### src/rtl/ecc_merge_pkg.sv
package ecc_merge_pkg;
  localparam int DW = 32;          // protected data width
  localparam int PW = 6;           // Hamming check bits for DW
  localparam int HW = DW + PW;     // Hamming positions 1..HW
  localparam int CW = HW + 1;      // plus overall parity
  localparam int BW = DW / 8;      // byte lanes

  typedef enum logic [1:0] {
    ST_IDLE  = 2'd0,
    ST_RESP  = 2'd1,
    ST_MERGE = 2'd2
  } mst_e;
endpackage

### src/rtl/ecc_secded_enc.sv
module ecc_secded_enc
  import ecc_merge_pkg::*;
(
  input  logic [DW-1:0] data_i,
  output logic [CW-1:0] code_o
);
  logic [HW-1:0] h;

  always_comb begin
    int j;
    logic par;
    h = '0;
    j = 0;
    // data goes to every position that is not a power of two
    for (int i = 1; i <= HW; i++) begin
      if ((i & (i - 1)) != 0) begin
        h[i-1] = data_i[j];
        j++;
      end
    end
    // parity bit p covers the positions whose index has bit p set
    for (int p = 0; p < PW; p++) begin
      par = 1'b0;
      for (int i = 1; i <= HW; i++) begin
        if (((i >> p) & 1) == 1) par ^= h[i-1];
      end
      h[(1 << p) - 1] = par;
    end
    code_o = {^h, h};
  end
endmodule

### src/rtl/ecc_secded_dec.sv
module ecc_secded_dec
  import ecc_merge_pkg::*;
(
  input  logic [CW-1:0] code_i,
  output logic [DW-1:0] data_o,
  output logic          single_o,
  output logic          double_o
);
  logic [PW-1:0] syn;
  logic          odd;
  logic [HW-1:0] hf;

  always_comb begin
    int j;
    syn = '0;
    for (int i = 1; i <= HW; i++) begin
      if (code_i[i-1]) syn ^= PW'(i);
    end
    odd = ^code_i;
    single_o = odd && (int'(syn) <= HW);
    double_o = (!odd && (syn != '0)) || (odd && (int'(syn) > HW));
    hf = code_i[HW-1:0];
    if (single_o && (syn != '0)) hf[int'(syn) - 1] = ~hf[int'(syn) - 1];
    data_o = '0;
    j = 0;
    for (int i = 1; i <= HW; i++) begin
      if ((i & (i - 1)) != 0) begin
        data_o[j] = hf[i-1];
        j++;
      end
    end
  end
endmodule

### src/rtl/ecc_sp_ram.sv
module ecc_sp_ram #(
  parameter int AW = 6,
  parameter int W  = 39
) (
  input  logic          clk_i,
  input  logic          we_i,
  input  logic          re_i,
  input  logic [AW-1:0] addr_i,
  input  logic [W-1:0]  wdata_i,
  output logic [W-1:0]  rdata_o
);
  localparam int DEPTH = 1 << AW;

  logic [W-1:0] mem_q [DEPTH];

  always_ff @(posedge clk_i) begin
    if (we_i) mem_q[addr_i] <= wdata_i;
  end

  always_ff @(posedge clk_i) begin
    if (re_i) rdata_o <= mem_q[addr_i];
  end
endmodule

### src/rtl/ecc_merge_ctrl.sv
module ecc_merge_ctrl
  import ecc_merge_pkg::*;
#(
  parameter int ADDR_W = 6
) (
  input  logic              clk_i,
  input  logic              rst_ni,
  input  logic              req_valid_i,
  output logic              req_ready_o,
  input  logic              req_write_i,
  input  logic [ADDR_W-1:0] req_addr_i,
  input  logic [BW-1:0]     req_be_i,
  input  logic [DW-1:0]     req_wdata_i,
  input  logic [CW-1:0]     flip_mask_i,
  output logic              rd_valid_o,
  output logic [DW-1:0]     rd_data_o,
  output logic              rd_corr_o,
  output logic              rd_uncorr_o,
  output logic              mrg_fix_o,
  output logic              mrg_abort_o
);
  // reset synchroniser: asserts at once, releases on the clock
  logic [1:0] rs_q;
  logic       rst_n;

  always_ff @(posedge clk_i or negedge rst_ni) begin
    if (!rst_ni) rs_q <= 2'b00;
    else         rs_q <= {rs_q[0], 1'b1};
  end
  assign rst_n = rs_q[1];

  mst_e st_q, st_d;
  logic [ADDR_W-1:0] addr_q;
  logic [BW-1:0]     be_q;
  logic [DW-1:0]     wdata_q;
  logic [CW-1:0]     flip_q;

  logic accept, full, cap_en;
  logic ram_we, ram_re;
  logic [ADDR_W-1:0] ram_addr;
  logic [CW-1:0] ram_wdata, ram_rdata, enc_code;
  logic [DW-1:0] enc_in, dec_data, merged;
  logic dec_single, dec_double;
  logic in_merge;

  assign in_merge    = (st_q == ST_MERGE);
  assign req_ready_o = rst_n && !in_merge;
  assign accept      = req_valid_i && req_ready_o;
  assign full        = &req_be_i;
  assign cap_en      = accept && req_write_i && !full;

  // merge: enabled lanes from the request, the rest from the corrected word
  for (genvar b = 0; b < BW; b++) begin : g_lane
    assign merged[8*b +: 8] = be_q[b] ? wdata_q[8*b +: 8] : dec_data[8*b +: 8];
  end

  assign enc_in = in_merge ? merged : req_wdata_i;

  ecc_secded_enc i_enc (.data_i(enc_in), .code_o(enc_code));

  ecc_secded_dec i_dec (
    .code_i   (ram_rdata),
    .data_o   (dec_data),
    .single_o (dec_single),
    .double_o (dec_double)
  );

  // RAM port: one access per cycle
  always_comb begin
    if (in_merge) begin
      ram_we    = !dec_double;
      ram_re    = 1'b0;
      ram_addr  = addr_q;
      ram_wdata = enc_code ^ flip_q;
    end else begin
      ram_we    = accept && req_write_i && full;
      ram_re    = accept && (!req_write_i || !full);
      ram_addr  = req_addr_i;
      ram_wdata = enc_code ^ flip_mask_i;
    end
  end

  ecc_sp_ram #(.AW(ADDR_W), .W(CW)) i_ram (
    .clk_i   (clk_i),
    .we_i    (ram_we),
    .re_i    (ram_re),
    .addr_i  (ram_addr),
    .wdata_i (ram_wdata),
    .rdata_o (ram_rdata)
  );

  // next state
  always_comb begin
    st_d = ST_IDLE;
    if (!in_merge) begin
      if (cap_en)                     st_d = ST_MERGE;
      else if (accept && !req_write_i) st_d = ST_RESP;
    end
  end

  always_ff @(posedge clk_i or negedge rst_n) begin
    if (!rst_n) st_q <= ST_IDLE;
    else        st_q <= st_d;
  end

  // captured partial-write request, clock-enabled, no reset needed
  always_ff @(posedge clk_i) begin
    if (cap_en) begin
      addr_q  <= req_addr_i;
      be_q    <= req_be_i;
      wdata_q <= req_wdata_i;
      flip_q  <= flip_mask_i;
    end
  end

  assign rd_valid_o  = (st_q == ST_RESP);
  assign rd_data_o   = dec_data;
  assign rd_corr_o   = rd_valid_o && dec_single;
  assign rd_uncorr_o = rd_valid_o && dec_double;
  assign mrg_fix_o   = in_merge && dec_single;
  assign mrg_abort_o = in_merge && dec_double;
endmodule

### config.mk
export PLATFORM = sky130hd
export DESIGN_NAME = ecc_merge_ctrl
export DESIGN_NICKNAME = d
export VERILOG_FILES = /design/src/rtl/ecc_merge_pkg.sv /design/src/rtl/ecc_secded_enc.sv /design/src/rtl/ecc_secded_dec.sv /design/src/rtl/ecc_sp_ram.sv /design/src/rtl/ecc_merge_ctrl.sv
export SDC_FILE = /design/constraint.sdc
export NUM_CORES = 2
export LEC_CHECK = 0
export BUFFER_PORTS_ARGS = -buffer_cell sky130_fd_sc_hd__clkbuf_2
export CAP_MARGIN = 20
export CORE_ASPECT_RATIO = 1.4
export CORE_MARGIN = 2
export CORE_UTILIZATION = 25
export DETAILED_ROUTE_END_ITERATION = 8
export PLACE_DENSITY = 0.43
export SYNTH_ARGS = -nofsm -noshare
export SYNTH_HDL_FRONTEND = slang
export SYNTH_SLANG_ARGS = --single-unit
export TNS_END_PERCENT = 10
### constraint.sdc
create_clock -name clk_i -period 5 [get_ports clk_i]
set_input_delay 0.75 -clock clk_i [delete_from_list [all_inputs] [get_ports clk_i]]
set_output_delay 0.75 -clock clk_i [all_outputs]
set_load 0.02 [all_outputs]
-- Word-level counts from Yosys, hierarchy flattened
Memory sizes are Yosys's and may differ from the RTL's. A register that Yosys moved wholly into a read port is not among the register bits.
Index checks and enable logic that the tools add are counted.
Widths: inputs -> output; s select.
- bits in read-only memories: 0
- memories kept: 1
- bits of input ports: 85
- flip-flop bits (word level): 85
- latch bits: 0
- output and inout bits: 38
- memory bits (writable): 2496
- logic and storage cells: 224
- memories (memory ; depth ; width ; rd ports ; clocked after Yosys merged registers in ; wr ports ; RTL line ; RTL):
    i_ram.mem_q ; 64 ; 39 ; 1 ; 1 ; 1 ; ecc_sp_ram.sv:14 ; logic [W-1:0] mem_q [DEPTH];
- reduce and logical (&&, ||, !) cells: 27
- div/mod/pow operators: 0
- shift-type cells: 0
- muxes and demuxes: 59
- equal/unequal tests: 2
- $mul: 0
- add/sub/neg operators: 1
- order comparisons: 4
- bitwise operators: 124
- operators with widths (operator ; number):
    $xor 1x1->1 ; 84
    $mux 5 ; 16
    $xor 39x39->39 ; 2
    $mux 6 ; 8
    $mux 39 ; 1
    $not 3->3 ; 13
    $reduce_xor 39->1 ; 1
    $bwmux 38 ; 1
    $mux 38 ; 1
    $reduce_xor 38->1 ; 1
    $ge 32x1->1 const B ; 1
    $lt 32x8->1 const B ; 1
    $mux 32 ; 1
    $mux 4 ; 8
    $mux 8 ; 4
    $not 2->2 ; 13
    $not 4->4 ; 5
    $logic_and 1x1->1 ; 16
    $mux 3 ; 4
    $mux 1 ; 9
    $mux 2 ; 4
    $sub 6x1->7 const B ; 1
    $bmux 1 s6 ; 1
    $demux 1 s6 ; 1
    other kinds (11) ; 20

-- Longest topological paths before layout
- depth after elaboration: 99
- gate-level depth with buffers: 22
- depth with buffers taken out: 18

-- Cells and area by module
From an unflattened synthesis, not the netlist that was laid out.
- cell total of the unflattened synthesis: 5797
- area total of the unflattened synthesis: 103030.1 um^2
- by module, submodules not included (module ; area each (um^2) ; seq. area each (um^2) ; times used ; cells an instance):
    ecc_sp_ram ; 95932.0 ; 76123.0 ; 1 ; 5172
    ecc_merge_ctrl ; 4146.5 ; 2532.4 ; 1 ; 300
    ecc_secded_dec ; 2074.5 ; 0.0 ; 1 ; 235
    ecc_secded_enc ; 877.1 ; 0.0 ; 1 ; 90

-- Worst setup path before layout
OpenSTA, ideal clock, no wires.
- kind: register to register
- start: register i_ram.rdata_o[32] (read register of i_ram.mem_q)
- end: memory i_ram.mem_q[0][1] (data pin)
- library setup time: 0.567 ns
- arrival: 7.481 ns
- clock period less this slack: 8.049 ns
- path buffers: 3
- slack: -3.049 ns
- stages on the path, launching flop included: 21
- required time: 4.433 ns
- cell sequence: edfxtp_1 -> xnor2_1 -> xnor3_1 -> xnor3_1 -> xor2_2 -> inv_2 -> buf_2 -> ha_1 -> buf_2 -> xnor2_2 -> xor2_1 -> buf_4 -> nor4_1 -> o31ai_2 -> a21oi_1 -> o31ai_1 -> mux2i_1 -> o21ai_0 -> xnor3_1 -> xnor2_1 -> xnor2_1
- elaborated cells on any way between the ends: 53
- classes of those cells: 1 x add/sub; 3 x order compare; 19 x mux; 25 x bitwise; 5 x reduce/logical
- RTL lines (item ; RTL line ; RTL):
    start, declared ; ecc_sp_ram.sv:10 ; output logic [W-1:0] rdata_o
    $mux 6 ; ecc_secded_dec.sv:17 ; if (code_i[i-1]) syn ^= PW'(i);
    $not 2->2 (no line) ; - ;
    $mux 6 ; ecc_secded_dec.sv:17 ;
    $not 3->3 (no line) ; - ;
    $mux 6 ; ecc_secded_dec.sv:17 ;
    $not 2->2 (no line) ; - ;
    $mux 6 ; ecc_secded_dec.sv:17 ;
    $not 3->3 (no line) ; - ;
    [9 not listed] ; - ;
    $mux 38 (*) ; ecc_secded_dec.sv:23 ; if (single_o && (syn != '0)) hf[int'(syn) - 1] = ~hf[int'(syn) - 1];
    via rd_data_o[31] ; ecc_merge_ctrl.sv:16 ; output logic [DW-1:0] rd_data_o,
    $mux 8 (*) ; ecc_merge_ctrl.sv:54 ; assign merged[8*b +: 8] = be_q[b] ? wdata_q[8*b +: 8] : dec_data[8*b +: 8];
    $mux 32 (*) ; ecc_merge_ctrl.sv:57 ; assign enc_in = in_merge ? merged : req_wdata_i;
    $xor 1x1->1 (*) ; ecc_secded_enc.sv:25 ; if (((i >> p) & 1) == 1) par ^= h[i-1];
    $xor 39x39->39, on equally long branches ; ecc_merge_ctrl.sv:79, ecc_merge_ctrl.sv:74 ;
    $mux 39 (*) ; ecc_merge_ctrl.sv:70 ; if (in_merge) begin
    via i_ram.wdata_i[1] ; ecc_sp_ram.sv:9 ; input logic [W-1:0] wdata_i,
    end, declared ; ecc_sp_ram.sv:14 ;
The timed path passes the listed nets; every way through them passes the cells marked *. The select of a mux whose other input is x is not followed.

-- Worst setup path after layout
- start: register i_ram.rdata_o[2] (read register of i_ram.mem_q)
- end: memory i_ram.mem_q[21][38] (data pin)
- word-level cells in the longest chain between the ends: 82
- elaborated cells on any way between the ends: 172
- classes of those cells: 1 x add/sub; 3 x order compare; 49 x mux; 113 x bitwise; 6 x reduce/logical
- RTL lines (item ; RTL line ; RTL):
    $mux 2 ; ecc_secded_dec.sv:17 ;
    $mux 3 ; ecc_secded_dec.sv:17 ;
    $not 2->2 (no line) / $mux 3 (equally long branches) ; - ;
    $mux 3 / $not 2->2 (equally long branches) ; - ;
    $mux 3 ; ecc_secded_dec.sv:17 ;
    $not 3->3 (no line) ; - ;
    $mux 3 ; ecc_secded_dec.sv:17 ;
    $mux 4 ; ecc_secded_dec.sv:17 ;
    [51 not listed] ; - ;
    $mux 38 (*) ; ecc_secded_dec.sv:23 ;
    $mux 8 ; ecc_merge_ctrl.sv:54 ;
    $mux 32 (*) ; ecc_merge_ctrl.sv:57 ;
    $xor 1x1->1 (17 in series) ; ecc_secded_enc.sv:25 ;
    $reduce_xor 38->1 (*) ; ecc_secded_enc.sv:29 ; code_o = {^h, h};
    $xor 39x39->39, on equally long branches ; ecc_merge_ctrl.sv:79, ecc_merge_ctrl.sv:74 ;
    $mux 39 (*) ; ecc_merge_ctrl.sv:70 ;
    via i_ram.wdata_i[38] ; ecc_sp_ram.sv:9 ;
Marks and branches as above.

==> qor.txt <==
Root cell of the clock tree = sky130_fd_sc_hd__clkbuf_16
Critical path endpoint category = register
Post-DR vias/cell = 5.116
Worst Setup Start Kind = register
Leading cell type in the layout, fill and taps excluded = sky130_fd_sc_hd__edfxtp_1
Largest net degree at the start of global routing = 70
Yosys reg bits = 2,620
# clock sinks = 2,620
Hold violation total from the final report = 0
Register-to-Register Setup Slack = -1.09 ns
Clock latency on the worst-skew pair = 0.99 ns
Number of buffers on the longest clock path = 4
Sequential power share = 0.429
Yosys warnings = 0
Net count after synthesis = 5,648
Number of endpoints failing setup at the final stage = 690
Antenna violations before repair = 18
Total internal power = 0.04431 W
Worst Reg-to-Reg Cells = 19
Crit Path Category = reg -> reg
Switching portion of total power = 0.2919
Hold Worst Slack = 0.03844 ns
Cell Pwr Density = 495.5 mW/mm²
Row count = 273
Horizontal extent of the die = 536.3 µm
Gr ovfl total = 0
Peak ir drop on the vdd network = 804.6 µV
Gr usage total = 0.1966
Max Clock Skew = 0.08892 ns
Total chip power = 0.06259 W
Number of H-tree branching levels = 4
Met1 usage = 0.2415
Run status = complete, but fails checks
Cts bufs inserted = 246
Slowest-stage cell, CP = sky130_fd_sc_hd__xnor3_1
Final number of max-transition violations = 0
Achievable Freq = 164.1 MHz
Required time of the critical path = 5.65 ns
Post-route core utilization = 0.3199
Final RePlAce weighted congestion = 0.8670
EDFF count, synth = 2,616
Vertical die dimension = 749.2 µm
Vias after detailed routing = 61,430
Number of I/O port buffers = 122
Clock network fraction of total power = 0.304
Post-synth ARST share = 0.001527
Area of the core region = 0.3949 mm²
Capture instance of the worst register-to-register path = i_ram.mem_q[21][38]
Violations in the final reports = setup timing
Worst Max-Slew Pin Slew = 1.181 ns
Clock slew at the register clock pins of the worst setup and hold paths = 0.07 ns
Most crowded layer after global routing = met2
Path category of the worst min-delay check = reg -> async
Most used flip-flop cell after synthesis = sky130_fd_sc_hd__edfxtp_1
Wire length of the first global-routing pass = 546,100 µm
Post-route setup slack = -1.092 ns
DRT antenna net count = 0
Met2 layer usage reported by global route = 0.3507
Commonest cells after routing, fill and taps aside = sky130_fd_sc_hd__edfxtp_1, sky130_fd_sc_hd__a22oi_1, sky130_fd_sc_hd__buf_4
Maximum fanout count along the critical path = 32
Vias in the first global route = 60,980
Top-level port count = 123
Area post-placement = 0.1169 mm²
Syn-to-layout area delta = 27.38%
Startpoint of the most critical register-to-register path = i_ram.rdata_o[2]
Distinct cell type count after synthesis = 92
First-iteration detailed-routing DRC count = 6,140
DRC violations left = 0
Pre-antenna DRT Iters = 5
Post-synthesis sequential area ratio = 0.7932
Wire length after detailed routing = 406,400 µm
Fraction of final layout cells with drive strength greater than 1 = 0.2453
Crit path time final = 6.092 ns
Fin nets = 6,652
Routed wire length per instance = 33.85 µm
Static leakage = 39.82 nW
Arrival time of data at the critical path endpoint = 6.74 ns
Synth Instances = 5,559
Final worst-path cycle share = 1.218
RSZ-0062 raised after global routing = true
Met3 layer usage reported by global route = 0.02249
CP max stage delay = 0.46 ns
Finished Cell Area = 0.1263 mm²
Max-slew headroom at the worst pin = 0.2129
Effective utilization at floorplan = 0.2511
Post-synthesis average cell area = 17.84 µm²
Comb pwr share = 0.267
Switching component of the power = 0.01827 W
Critical Path, Cell by Cell = xnor3_1 -> xnor3_2 -> xnor2_2 -> xnor2_2 -> buf_6 -> inv_1 -> ha_1 -> o31a_4 -> o221a_2 -> and4_1 -> nand3_1 -> o21ai_1 -> a221oi_2 -> xnor3_1 -> xnor3_2 -> xor3_1 -> xnor3_4 -> buf_12 -> clkbuf_16
Die area = 0.4018 mm²
HPWL after detailed placement = 264,400 µm
Cell Area, Synth = 0.09917 mm²
Max-capacitance violation count = 0
CTS tree = done
==> state kept, by name, summed over array words and instances, names as in the netlist <==
signal         count
addr_q             6
be_q               4
flip_q            39
i_ram.mem_q     2496
i_ram.rdata_o     39
rs_q               2
st_q               2
wdata_q           32
==> final cells by class <==
| type | instances | area, µm² |
|---|---|---|
| multi-input cells | 2579 | 21130 |
| clock buffers | 298 | 6372 |
| well taps | 5225 | 6538 |
| repair buffers | 1101 | 11960 |
| fillers | 38310 | 268500 |
| clock inverters | 149 | 1559 |
| diodes | 20 | 50.05 |
| flip-flops and latches | 2620 | 78660 |
| inverters | 15 | 56.30 |
==> worst max path at each step <==
stage | startpoint | endpoint | slack, ns | cells after the start
detailed placement | i_ram.rdata_o[26] | i_ram.mem_q[55][38] | -1.32 | 22
floorplan | i_ram.rdata_o[26] | i_ram.mem_q[0][26] | -1.08 | 17
CTS | i_ram.rdata_o[26] | i_ram.mem_q[44][38] | -1.04 | 24
global placement | i_ram.rdata_o[26] | i_ram.mem_q[49][38] | -1.41 | 22
global route | i_ram.rdata_o[2] | i_ram.mem_q[27][38] | -1.26 | 23
finish | i_ram.rdata_o[2] | i_ram.mem_q[21][38] | -1.09 | 19
==> cell usage after synthesis, types with 81 or more instances <==
| library cell | number | area (µm²) |
|---|---|---|
| sky130_fd_sc_hd__a22oi_1 | 851 | 6389 |
| sky130_fd_sc_hd__nor2_1 | 116 | 435.4 |
| sky130_fd_sc_hd__a22o_1 | 81 | 709.4 |
| sky130_fd_sc_hd__buf_1 | 93 | 349.1 |
| sky130_fd_sc_hd__a221oi_1 | 130 | 1139 |
| sky130_fd_sc_hd__a41oi_1 | 118 | 1033 |
| sky130_fd_sc_hd__a31oi_1 | 91 | 569.3 |
| sky130_fd_sc_hd__edfxtp_1 | 2616 | 78560 |
| sky130_fd_sc_hd__clkbuf_1 | 244 | 915.9 |
| sky130_fd_sc_hd__nand2_1 | 230 | 863.3 |
| sky130_fd_sc_hd__a21oi_1 | 158 | 790.8 |
| sky130_fd_sc_hd__mux2i_1 | 170 | 1702 |
==> per-layer routing <==
layer  routed length, µm  vias to the layer above
met3               19760                      538
met2              210000                     2238
met1              160300                    33400
met5                  26                        -
li1                    -                    25250
met4               16400                        4
==> timing repair <==
action,in CTS,in global routing
hold buffers,63,0
endpoints found under the hold margin,64,0
setup endpoints to repair,1038,1760
pin swaps,11,18
cloned,0,6
buffers inserted,4,14
gates resized for setup,40,45
==> power groups by stage <==
stage          Sequential (W)  Combinational [W]  Clock, W
2_1_floorplan          0.0274            0.00659         0
6_report               0.0268             0.0167    0.0190
3_3_place_gp           0.0273             0.0142         0
4_1_cts                0.0268             0.0148    0.0193
3_5_place_dp           0.0273             0.0143         0
5_1_grt                0.0268             0.0176    0.0201
==> critical path, delay by kind of cell, from the launching register on <==
| kind | cells | cell delay [ns] |
|---|---|---|
| XOR/XNOR | 8 | 2.84 |
| AO/OA/AOI/OAI | 4 | 1.19 |
| buffers and inverters | 4 | 0.69 |
| flip-flops | 1 | 0.45 |
| AND/OR/NAND/NOR | 2 | 0.34 |
| adder cells (fa/ha/maj) | 1 | 0.24 |
==> per-stage QoR <==
step	setup TNS (ns)	std cells	setup slack, ns
floorplan	-2312.92	5559	-1.084
finish	-390.51	12010	-1.092
global route	-595.88	11990	-1.263
global placement	-545.15	11450	-1.406
detailed placement	-540.93	11450	-1.315
CTS	-376.14	11970	-1.041
==> cell families (layout without fill, tap and decap cells) <==
| group | count (synthesis) | count (layout) | share of synthesized area |
|---|---|---|---|
| XOR/XNOR | 164 | 164 | 0.02121 |
| adder cells (fa/ha/maj) | 4 | 4 | 0.0005047 |
| buffers and inverters | 360 | 1563 | 0.01387 |
| multiplexers | 185 | 185 | 0.01894 |
| flip-flops | 2620 | 2620 | 0.7932 |
| AO/OA/AOI/OAI | 1645 | 1645 | 0.1246 |
| other | 1 | 21 | 0.00003781 |
| AND/OR/NAND/NOR | 580 | 580 | 0.02769 |
No activity file was read; power rests on OpenSTA's default activity.
